[config.mk]
export PLATFORM = sky130hd
export DESIGN_NAME = adc_scan_ctrl
export DESIGN_NICKNAME = d
export VERILOG_FILES = /design/src/rtl/adc_scan_pkg.sv /design/src/rtl/adc_scan_timer.sv /design/src/rtl/adc_scan_results.sv /design/src/rtl/adc_scan_seq.sv /design/src/rtl/adc_scan_ctrl.sv
export SDC_FILE = /design/constraint.sdc
export NUM_CORES = 1
export LEC_CHECK = 0
export BUFFER_PORTS_ARGS = -buffer_cell sky130_fd_sc_hd__buf_2
export CAP_MARGIN = 5
export CORE_ASPECT_RATIO = 0.9
export CORE_UTILIZATION = 45
export DETAILED_ROUTE_END_ITERATION = 8
export SLEW_MARGIN = 10
export SYNTH_ARGS = -nofsm -noshare
export SYNTH_HDL_FRONTEND = slang
export SYNTH_SLANG_ARGS = --single-unit
[constraint.sdc]
create_clock -name clk -period 4.9 [get_ports clk]
set_input_delay 0.245 -clock clk [delete_from_list [all_inputs] [get_ports clk]]
set_output_delay 0.245 -clock clk [all_outputs]
set_load 0.01 [all_outputs]
[src/rtl/adc_scan_pkg.sv]
// Package: shared types of the autoscan sequencer.
// Assumes: nothing beyond IEEE 1800-2017.
package adc_scan_pkg;

    // Sequencer state: waiting, or one conversion in flight
    typedef enum logic {
        SEQ_IDLE = 1'b0,
        SEQ_CONV = 1'b1
    } seq_state_t;

endpackage

[src/rtl/adc_scan_timer.sv]
// Module: per-conversion timing generator.
// Counts system clocks from the start of a conversion. It flags the sample
// phase (2*SAMPLE_MUL*P cycles) and the end of the conversion window
// (2*CONV_MUL*P cycles), with P the prescaler value and 0 mapped to 1.
// Assumes: restart is pulsed in the cycle a conversion is launched.
module adc_scan_timer #(
    parameter int PR_W       = 3,
    parameter int SAMPLE_MUL = 8,
    parameter int CONV_MUL   = 28,
    localparam int PR_MAX    = (1 << PR_W) - 1,
    localparam int CNT_W     = $clog2(2 * CONV_MUL * PR_MAX + 1)
) (
    input  logic            clk,
    input  logic            rst_n,
    input  logic            active,
    input  logic            restart,
    input  logic [PR_W-1:0] prescale,
    output logic            sample,
    output logic            first,
    output logic            win_end
);

    logic [PR_W-1:0]  pr_eff;
    logic [CNT_W-1:0] sample_len;
    logic [CNT_W-1:0] conv_len;
    logic [CNT_W-1:0] cnt_q;

    // Purpose: map the illegal prescaler value 0 to 1 and derive phase lengths
    always_comb begin
        pr_eff     = (prescale == '0) ? PR_W'(1) : prescale;
        sample_len = CNT_W'(2 * SAMPLE_MUL) * CNT_W'(pr_eff);
        conv_len   = CNT_W'(2 * CONV_MUL) * CNT_W'(pr_eff);
    end

    // Purpose: count cycles within a conversion, holding at the window end
    always_ff @(posedge clk) begin
        if (!rst_n) begin
            cnt_q <= '0;
        end else if (restart) begin
            cnt_q <= '0;
        end else if (active && !win_end) begin
            cnt_q <= cnt_q + 1'b1;
        end
    end

    // Purpose: decode phase outputs from the count
    always_comb begin
        win_end = (cnt_q >= conv_len - 1'b1);
        sample  = active && (cnt_q < sample_len);
        first   = active && (cnt_q == '0);
    end

    // the sample phase always lies inside the conversion window
    a_r7_sample_in_window: assert property (@(posedge clk) disable iff (!rst_n)
        sample |-> !win_end);

    // the count holds at the window end while waiting for the front end
    a_r11_hold_at_end: assert property (@(posedge clk) disable iff (!rst_n)
        (active && win_end && !restart) |=> (cnt_q == $past(cnt_q)));

endmodule

[src/rtl/adc_scan_results.sv]
// Module: per-channel result register bank.
// One RES_W register per channel, written on a completed conversion and read
// combinationally through a channel select.
// Assumes: wr_addr and rd_addr are below N_CH.
module adc_scan_results #(
    parameter int N_CH   = 16,
    parameter int RES_W  = 10,
    localparam int CH_W  = $clog2(N_CH)
) (
    input  logic             clk,
    input  logic             rst_n,
    input  logic             wr_en,
    input  logic [CH_W-1:0]  wr_addr,
    input  logic [RES_W-1:0] wr_data,
    input  logic [CH_W-1:0]  rd_addr,
    output logic [RES_W-1:0] rd_data
);

    logic [RES_W-1:0] regs_q [N_CH];
    logic [N_CH-1:0]  hit;

    // Purpose: one write strobe per channel register
    generate
        for (genvar g = 0; g < N_CH; g++) begin : g_hit
            assign hit[g] = wr_en && (wr_addr == CH_W'(g));
        end
    endgenerate

    // Purpose: store results, clearing all registers on reset
    always_ff @(posedge clk) begin
        for (int i = 0; i < N_CH; i++) begin
            if (!rst_n) begin
                regs_q[i] <= '0;
            end else if (hit[i]) begin
                regs_q[i] <= wr_data;
            end
        end
    end

    // Purpose: combinational read port
    assign rd_data = regs_q[rd_addr];

    // a write lands in the addressed register
    a_r6_write_lands: assert property (@(posedge clk) disable iff (!rst_n)
        wr_en |=> (regs_q[$past(wr_addr)] == $past(wr_data)));

    // at most one register is written per cycle
    a_r6_one_hit: assert property (@(posedge clk) disable iff (!rst_n)
        $onehot0(hit));

endmodule

[src/rtl/adc_scan_seq.sv]
// Module: scan sequencer.
// Holds the start bit, walks channels from the start channel to the top one,
// wraps in continuous mode, raises the end-of-scan flag and captures the
// front-end result for the register bank.
// Assumes: afe_done arrives at most once per conversion.
module adc_scan_seq #(
    parameter int N_CH   = 16,
    parameter int RES_W  = 10,
    localparam int CH_W  = $clog2(N_CH)
) (
    input  logic             clk,
    input  logic             rst_n,
    input  logic [CH_W-1:0]  cfg_start_ch,
    input  logic             cfg_cont,
    input  logic             cfg_pdown,
    input  logic             cfg_ext_en,
    input  logic             cfg_int_en,
    input  logic             sw_start_set,
    input  logic             sw_start_clr,
    input  logic             ext_trig,
    input  logic             int_trig,
    input  logic             eoc_clr,
    input  logic             afe_done,
    input  logic [RES_W-1:0] afe_result,
    input  logic             win_end,
    output logic             active,
    output logic             restart,
    output logic [CH_W-1:0]  ch,
    output logic             wr_en,
    output logic [RES_W-1:0] wr_data,
    output logic             start_bit,
    output logic             eoc_flag
);
    import adc_scan_pkg::*;

    localparam logic [CH_W-1:0] TOP_CH = CH_W'(N_CH - 1);

    seq_state_t       state_q, state_d;
    logic [CH_W-1:0]  ch_q, ch_d;
    logic             run_q;
    logic             eoc_q;
    logic             got_q;
    logic [RES_W-1:0] res_q;
    logic             start_req, stop_req, conv_done, ch_last, keep_going;

    // Purpose: qualify start and stop requests
    always_comb begin
        start_req = !cfg_pdown && (state_q == SEQ_IDLE) && !run_q &&
                    (sw_start_set || (cfg_ext_en && ext_trig) ||
                     (cfg_int_en && int_trig));
        stop_req  = sw_start_clr || cfg_pdown;
    end

    // Purpose: detect completion of the current conversion
    always_comb begin
        active     = (state_q == SEQ_CONV);
        conv_done  = active && win_end && (got_q || afe_done);
        ch_last    = (ch_q == TOP_CH);
        keep_going = run_q && (cfg_cont || !ch_last);
    end

    // Purpose: next state and channel selection
    always_comb begin
        state_d = state_q;
        ch_d    = ch_q;
        restart = 1'b0;
        case (state_q)
            SEQ_IDLE: begin
                if (run_q && !cfg_pdown) begin
                    state_d = SEQ_CONV;
                    ch_d    = cfg_start_ch;
                    restart = 1'b1;
                end
            end
            SEQ_CONV: begin
                if (conv_done) begin
                    if (keep_going) begin
                        restart = 1'b1;
                        ch_d    = ch_last ? cfg_start_ch : ch_q + 1'b1;
                    end else begin
                        state_d = SEQ_IDLE;
                    end
                end
            end
        endcase
    end

    // Purpose: state and channel registers
    always_ff @(posedge clk) begin
        if (!rst_n) begin
            state_q <= SEQ_IDLE;
            ch_q    <= '0;
        end else begin
            state_q <= state_d;
            ch_q    <= ch_d;
        end
    end

    // Purpose: start bit; stop wins, then hardware clear, then set
    always_ff @(posedge clk) begin
        if (!rst_n) begin
            run_q <= 1'b0;
        end else if (stop_req) begin
            run_q <= 1'b0;
        end else if (conv_done && ch_last && !cfg_cont) begin
            run_q <= 1'b0;
        end else if (start_req) begin
            run_q <= 1'b1;
        end
    end

    // Purpose: end-of-scan flag; set wins over clear
    always_ff @(posedge clk) begin
        if (!rst_n) begin
            eoc_q <= 1'b0;
        end else if (conv_done && ch_last && run_q) begin
            eoc_q <= 1'b1;
        end else if (eoc_clr) begin
            eoc_q <= 1'b0;
        end
    end

    // Purpose: capture the front-end result of the current conversion
    always_ff @(posedge clk) begin
        if (!rst_n) begin
            got_q <= 1'b0;
            res_q <= '0;
        end else if (restart) begin
            got_q <= 1'b0;
        end else if (afe_done && active) begin
            got_q <= 1'b1;
            res_q <= afe_result;
        end
    end

    assign ch        = ch_q;
    assign wr_en     = conv_done;
    assign wr_data   = afe_done ? afe_result : res_q;
    assign start_bit = run_q;
    assign eoc_flag  = eoc_q;

    // the channel steps by one inside a scan
    a_r1_step_up: assert property (@(posedge clk) disable iff (!rst_n)
        (conv_done && !ch_last && run_q) |=> (ch_q == CH_W'($past(ch_q) + 1'b1)));

    // requests arriving during a conversion cannot set the start bit
    a_r2_no_set_busy: assert property (@(posedge clk) disable iff (!rst_n)
        (active && !run_q) |=> !run_q);

    // single mode clears the start bit after the top channel
    a_r3_single_clear: assert property (@(posedge clk) disable iff (!rst_n)
        (conv_done && ch_last && !cfg_cont) |=> !run_q);

    // continuous mode wraps to the start channel
    a_r4_wrap: assert property (@(posedge clk) disable iff (!rst_n)
        (conv_done && ch_last && cfg_cont && run_q) |=> (ch_q == $past(cfg_start_ch)));

    // completing the top channel while running raises the flag
    a_r5_eoc_set: assert property (@(posedge clk) disable iff (!rst_n)
        (conv_done && ch_last && run_q) |=> eoc_q);

    // a completion with the start bit cleared returns to idle
    a_r8_stop_idle: assert property (@(posedge clk) disable iff (!rst_n)
        (conv_done && !run_q) |=> (state_q == SEQ_IDLE));

    // power-down keeps the start bit clear
    a_r9_pdown_clear: assert property (@(posedge clk) disable iff (!rst_n)
        cfg_pdown |=> !run_q);

endmodule

[src/rtl/adc_scan_ctrl.sv]
// Module: top of the autoscan conversion sequencer.
// Ties the sequencer, the timing generator and the result bank together and
// presents the front-end start/done handshake.
// Assumes: the front end samples afe_ch while afe_start is high.
module adc_scan_ctrl #(
    parameter int N_CH       = 16,
    parameter int RES_W      = 10,
    parameter int PR_W       = 3,
    parameter int SAMPLE_MUL = 8,
    parameter int CONV_MUL   = 28,
    localparam int CH_W      = $clog2(N_CH)
) (
    input  logic             clk,
    input  logic             rst_n,
    input  logic [CH_W-1:0]  cfg_start_ch,
    input  logic             cfg_cont,
    input  logic             cfg_pdown,
    input  logic [PR_W-1:0]  cfg_prescale,
    input  logic             cfg_ext_en,
    input  logic             cfg_int_en,
    input  logic             sw_start_set,
    input  logic             sw_start_clr,
    input  logic             ext_trig,
    input  logic             int_trig,
    input  logic             eoc_clr,
    input  logic [CH_W-1:0]  rd_ch,
    output logic [RES_W-1:0] rd_data,
    output logic             afe_start,
    output logic             afe_sample,
    output logic [CH_W-1:0]  afe_ch,
    input  logic             afe_done,
    input  logic [RES_W-1:0] afe_result,
    output logic             start_bit,
    output logic             converting,
    output logic             eoc_flag
);

    logic             active, restart, win_end, first, wr_en;
    logic [CH_W-1:0]  ch;
    logic [RES_W-1:0] wr_data;

    adc_scan_seq #(.N_CH(N_CH), .RES_W(RES_W)) i_seq (
        .clk          (clk),
        .rst_n        (rst_n),
        .cfg_start_ch (cfg_start_ch),
        .cfg_cont     (cfg_cont),
        .cfg_pdown    (cfg_pdown),
        .cfg_ext_en   (cfg_ext_en),
        .cfg_int_en   (cfg_int_en),
        .sw_start_set (sw_start_set),
        .sw_start_clr (sw_start_clr),
        .ext_trig     (ext_trig),
        .int_trig     (int_trig),
        .eoc_clr      (eoc_clr),
        .afe_done     (afe_done),
        .afe_result   (afe_result),
        .win_end      (win_end),
        .active       (active),
        .restart      (restart),
        .ch           (ch),
        .wr_en        (wr_en),
        .wr_data      (wr_data),
        .start_bit    (start_bit),
        .eoc_flag     (eoc_flag)
    );

    adc_scan_timer #(.PR_W(PR_W), .SAMPLE_MUL(SAMPLE_MUL), .CONV_MUL(CONV_MUL)) i_timer (
        .clk      (clk),
        .rst_n    (rst_n),
        .active   (active),
        .restart  (restart),
        .prescale (cfg_prescale),
        .sample   (afe_sample),
        .first    (first),
        .win_end  (win_end)
    );

    adc_scan_results #(.N_CH(N_CH), .RES_W(RES_W)) i_results (
        .clk     (clk),
        .rst_n   (rst_n),
        .wr_en   (wr_en),
        .wr_addr (ch),
        .wr_data (wr_data),
        .rd_addr (rd_ch),
        .rd_data (rd_data)
    );

    assign afe_start  = first;
    assign afe_ch     = ch;
    assign converting = active;

    // the start pulse lasts a single cycle
    a_r7_start_pulse: assert property (@(posedge clk) disable iff (!rst_n)
        afe_start |=> !afe_start);

    // nothing is converting while the start bit has been clear for a cycle and the block was idle
    a_r10_idle_quiet: assert property (@(posedge clk) disable iff (!rst_n)
        (!converting && !start_bit) |=> !afe_start);

endmodule

==> qor.yml, run 1 <==
fin_skew_ps: 9.91
worst-r2r-setup-slack_ps: 2090
cts_tree: "built"
required_ps: 5040
synth-seq-cells: 187
ys_types: 53
avgViaCountPerCell: 5.84
hold_path_depth: 3
numCtsBuffers: 17
cp_max_fo: 14
antenna_found_initial: 0
io_pins: 52
cts_max_level: 4
grt_max_degree: 45
post_cts.repair.setup_buffers: 0
final_max_slew_viol_count: 0
avgSynthCellArea_um2: 12.7
grt_pass1_wl_um: 35600
routabilityCongestion: 0.902
power.density_mw_per_mm2: 343
dieArea_mm2: 0.0206
tns_ps: 0
clk-insertion-delay-late_ps: 430
vias: 5976
path_clk_slew_ps: 70
finalHoldViolCount: 0
crit_type: "primary input to flip-flop"
cp-start-kind: "primary input"
reg2regPathDepth: 7
routedWlPerCell_um: 22.9
period_share_pct: 85.3
syn_nets: 763
drv_cap: 0
grtUsageTotal_pct: 24.6
synth_ff_type: "edfxtp_1"
synth-seq-area-share_pct: 59.2
synth.top_cell.area_share_pct: 53.2
cp-end-kind: "flip-flop"
synth_edf_count: 160
holdBufCountCts: 1
crit_arrival_ps: 4320
area_growth_pct: 12.6
fin_crit_ps: 4180
power_leakage_uw: 0.00355
fmax_mhz: 239
whs_endpoint: "i_seq.start_bit"
diodes: 0
synth_most_common_cell: "nor2_1"
drc: 0
worstMarginPinSlew_ps: 1040
ant_nets: 0
die_w_um: 151
rows: 48
slew_headroom_pct: 30.3
netlist_instances: 711
grt_pass1_vias: 5839
cts_root_buf: "clkbuf_16"
drtIter0Drc: 792
drt-total-wl_um: 23400
grt_remaining_overflow: 0
worst_r2r_endpoint: "i_results.regs_q[0][1]"
rsz0062_at_grt: "false"
setup_viol: 0
hp-class: "primary input to flip-flop"
syn_area_mm2: 0.00903
ys_top_cells_by_count: "170 x nor2_1, 160 x edfxtp_1, 77 x nand2_1, 50 x mux4_2, 28 x o21ai_0"
firstDrtPassIters: 5
drive_gt1_share_pct: 23.5
io_buffer_count: 51
synth_area_leaders: "edfxtp_1 53%, mux4_2 12%, nor2_1 7.1%, dfxtp_1 6.0%, nand2_1 3.2%"
cts_sinks: 187
status: "complete, no violations"
worstReg2RegStart: "i_timer.cnt_q[4]"
start_util_pct: 46.6
post_cts_resized: 0
clock_path_buffers: 2
core_area_mm2: 0.0194
fin_nets: 813
holdWs_ps: 75.1
synth_async_sr_flop_share_pct: 0
dp_hpwl_um: 17000
fp.dieH_um: 136
irDropWorstVdd_mv: 0.214
holdCritStartpoint: "sw_start_clr"
yosys.area.top_type: "edfxtp_1"
yosys_warnings: 0
where the power goes:
group / internal, µW / switching [µW] / total [µW] / leakage, µW
clock network: 804 / 616 / 1420 / 0.000280
logic: 118 / 164 / 283 / 0.00140
registers: 1770 / 23.0 / 1790 / 0.00187
worst max path at each step:
| stage | start | to | slack (ps) | cells past startpoint |
|---|---|---|---|---|
| after global routing | cfg_prescale[1] | i_results.regs_q[0][5] | 430 | 17 |
| final | cfg_prescale[2] | i_results.regs_q[0][1] | 720 | 17 |
| after detailed placement | cfg_prescale[1] | i_results.regs_q[0][3] | 270 | 17 |
| after floorplan | cfg_prescale[1] | i_results.regs_q[10][0] | 520 | 17 |
| after CTS | cfg_prescale[1] | i_results.regs_q[0][1] | 700 | 17 |
| after global placement | cfg_prescale[2] | i_results.regs_q[8][6] | 460 | 17 |
critical path, cell delays in order:
cell and delay (ps):
buf_2 140, xnor2_1 270, inv_1 100, ha_1 300, ha_1 170, inv_1 60, fa_1 470, nor4b_1 220
nand2_1 100, xor2_1 180, ha_1 320, nand2_1 80, o21ai_0 320, a21o_1 350, nand3_2 410, o21ai_0 320
buf_4 230
layout make-up:
| class | instances | area [µm²] |
|---|---|---|
| fillers | 1668 | 9230 |
| clock buffers | 18 | 429 |
| flip-flops and latches | 187 | 5350 |
| clock inverters | 13 | 164 |
| inverters | 12 | 45.0 |
| multi-input cells | 466 | 3420 |
| repair buffers | 77 | 453 |
| well taps | 250 | 313 |
logic make-up after synthesis:
family,after synthesis,share of synthesized area (%)
muxes,82,16.1
xor gates and xnor gates,6,0.582
DFF,187,59.2
adders and majority gates,19,2.71
and+or+nand+nor,293,13.6
AOI/OAI and AO/OA,66,4.87
buffers and inverters,58,2.94
per-stage QoR:
| stage | area, µm² | worst slack, ps | std cells | utilization, % | total power, µW |
|---|---|---|---|---|---|
| 2_1_floorplan | 9030 | 517 | 711 | - | 1990 |
| 6_report | 10200 | 722 | 1023 | 52.4 | 3490 |
| 5_1_grt | 10200 | 431 | 1023 | 52.4 | 3580 |
| 3_5_place_dp | 9570 | 266 | 991 | 49.3 | 2110 |
| 4_1_cts | 10200 | 703 | 1023 | 52.4 | 3500 |
| 3_3_place_gp | 9570 | 459 | 991 | 49.3 | 2100 |
sequential cells by signal, indices dropped and copies added (netlist names):
signal            flops
i_timer.cnt_q         9
i_results.regs_q    160
i_seq.res_q          10
i_seq.got_q           1
i_seq.start_bit       1
i_seq.ch              4
i_seq.eoc_flag        1
i_seq.active          1
layer usage:
layer | track usage (%) | wire [µm]
met5 | 0 | 0
met3 | 5.17 | 1910
met2 | 37.1 | 10700
met1 | 35.1 | 10200
met4 | 8.56 | 557
cells in the final DEF (no fill, tap or decap), types with 17 or more instances in the layout:
master     count
nor2_1       170
edfxtp_1     160
buf_4         25
mux2i_1       22
clkbuf_16     17
dfxtp_1       27
o21ai_0       28
buf_2         51
nand2_1       77
mux4_2        50
ha_1          18
Power figures use the tool's default switching activity.
==> run 2: changes to the inputs <==
Settings changed: ABC_AREA set to 1, CTS_BUF_LIST set to sky130_fd_sc_hd__clkbuf_8, SLEW_MARGIN 10 to 20.
==> qor.yml, run 2 <==
layout_common_cells: "176 x nor2_1, 160 x edfxtp_1, 108 x inv_1, 84 x o21ai_0, 82 x nand2_1"
cp-start-kind: "primary input"
status: "complete, no violations"
p_switching_uw: 793
synth_edf_count: 160
final_max_slew_viol_count: 0
io_buffer_count: 51
pre_cts_ws_ps: 1020
vias: 6731
hp-class: "primary input to flip-flop"
syn_nets: 1006
top_register: "i_results.regs_q"
ys_top_cells_by_count: "176 x nor2_1, 160 x edfxtp_1, 108 x inv_1, 84 x o21ai_0, 82 x nand2_1"
holdWs_ps: 45.5
antenna_found_initial: 0
diodes: 0
fin_crit_ps: 3380
synth.top_cell.area_share_pct: 50.6
crit_chain: "buf_2 > inv_1 > nand2_1 > nand2_1 > ha_1 > ha_1 > inv_1 > fa_1 > xnor2_1 > nand4_1 > xor2_1 > ha_1 > a21oi_1 > nand2_1 > nor2_2 > nand2_4 > nor2_1 > o21ai_0 > a21oi_1"
power.density_mw_per_mm2: 295
ant_nets: 0
clk-insertion-delay-late_ps: 460
clock_path_buffers: 2
core_area_mm2: 0.0208
switching_share_pct: 25.5
grt_pass1_vias: 6281
grt_pass1_wl_um: 35300
fp.dieH_um: 140
synth-seq-cells: 187
cp_slowest_stage_delay_ps: 590
instances_no_fill: 1303
avgViaCountPerCell: 5.17
grtUsageMet1_pct: 31.4
grt_max_degree: 92
setup_slack_ps: 1520
dieArea_mm2: 0.0217
cts_tree: "built"
path_clk_slew_ps: 100
grtUsageTotal_pct: 21.9
finalHoldViolCount: 0
start_util_pct: 45.7
pwr-share-comb_pct: 10.1
io_pins: 52
grt.busiest_layer: "met2"
drtIter0Drc: 481
synth_ff_type: "edfxtp_1"
dp_cells: 1270
fin_skew_ps: 17.5
cts_sinks: 187
routabilityCongestion: 0.826
synth-seq-area-share_pct: 56.3
drv_cap: 0
placed_area_mm2: 0.0101
largest_register_ffs: 160
power_leakage_uw: 0.00415
grtUsageMet2_pct: 33.4
firstDrtPassIters: 5
cp_max_fo: 12
irDropWorstVdd_mv: 0.147
met3_usage_pct: 3.96
grt_remaining_overflow: 0
cts_root_buf: "clkbuf_8"
avgSynthCellArea_um2: 9.95
area_growth_pct: 10.9
rows: 50
setup_viol: 0
period_share_pct: 69.0
worstMarginPinSlew_ps: 1100
syn_area_mm2: 0.00950
reg_top3: "i_results.regs_q (160), i_seq.res_q (10), i_timer.cnt_q (9)"
pwr-share-seq_pct: 57.3
required_ps: 5300
rsz0062_at_grt: "false"
die_w_um: 155
dp_hpwl_um: 15400
final_common_cell: "nor2_1"
cp_slowest_cell: "nor2_1"
cp-end-kind: "flip-flop"
crit_arrival_ps: 3780
cts_max_level: 4
slew_headroom_pct: 26.4
crit_type: "primary input to flip-flop"
routedWlPerCell_um: 17.5
pwr-share-clk_pct: 32.6
yosys.area.top_type: "edfxtp_1"
synth_area_leaders: "edfxtp_1 51%, nor2_1 7.0%, dfxtp_1 5.7%, o21ai_0 4.4%, inv_1 4.3%"
yosys_warnings: 0
path_delay_family: "simple AND/OR/NAND/NOR gates"
fin_nets: 1057
final_cell_area_mm2: 0.0105
worstPathBufferInverterCount: 3
fmax_mhz: 296
synth_most_common_cell: "nor2_1"
drt-total-wl_um: 22800
numCtsBuffers: 17
netlist_instances: 954
ys_types: 40
drc: 0
synth_async_sr_flop_share_pct: 0
tns_ps: 0
p_int_uw: 2310
drive_gt1_share_pct: 16.4
[run 2: worst min-delay path: stages]
cell,delay [ps]
buf_2,90
nor2_1,40
nand4_1,70
inv_1,40
[run 2: cell families (layout without fill, tap and decap cells)]
logic type | after synthesis | in the layout | share of synthesized area, %
and+or+nand+nor | 335 | 335 | 17.3
DFF | 187 | 187 | 56.3
buffers and inverters | 166 | 229 | 7.05
muxes | 41 | 41 | 4.33
adders and majority gates | 19 | 19 | 2.58
xor gates and xnor gates | 6 | 6 | 0.553
AOI/OAI and AO/OA | 200 | 200 | 11.9
[run 2: final timing paths]
check,slack [ps],cells past startpoint,end,from
worst max register to register,2640,10,i_timer.cnt_q[7],i_timer.cnt_q[5]
worst min-delay path,50,4,i_seq.start_bit,cfg_pdown
worst max-delay path,1520,19,i_timer.cnt_q[7],cfg_prescale[1]
worst min register to register,500,2,i_seq.eoc_flag,i_seq.eoc_flag
[run 2: power groups by stage]
stage	combinational, µW	sequential (µW)	clock [µW]
after floorplan	191	1810	0
after global placement	308	1820	0
after detailed placement	310	1820	0
after CTS	312	1780	1040
after global routing	342	1780	1090
final	312	1780	1010
[run 2: area by class of cell]
type / count / area [µm²]
Multi-Input combinational cell: 601 / 3490
Sequential cell: 187 / 5350
Timing Repair Buffer: 82 / 495
Clock inverter: 14 / 144
Tap cell: 286 / 358
Fill cell: 1954 / 10200
Clock buffer: 17 / 234
Inverter: 116 / 463
[run 2: metrics by stage]
| stage | utilization [%] | total power, µW |
|---|---|---|
| final | 50.7 | 3110 |
| after global routing | 50.7 | 3220 |
| after global placement | 48.8 | 2120 |
| after CTS | 50.7 | 3130 |
| after floorplan | - | 2000 |
| after detailed placement | 48.8 | 2130 |
[run 2: per-layer routing]
layer  share of wire (%)  wire [µm]  vias up
met5                   0          0        -
met1                  48      10900     3175
met3                 5.2       1190       34
met2                  45      10300      169
li1                    -          -     3353
met4                 2.0        463        0
[run 2: what timing repair did]
item,4_1_cts,5_1_grt
endpoints found under the hold margin,2,0
hold buffers,2,0
buffers inserted,0,0
gates resized for setup,0,0
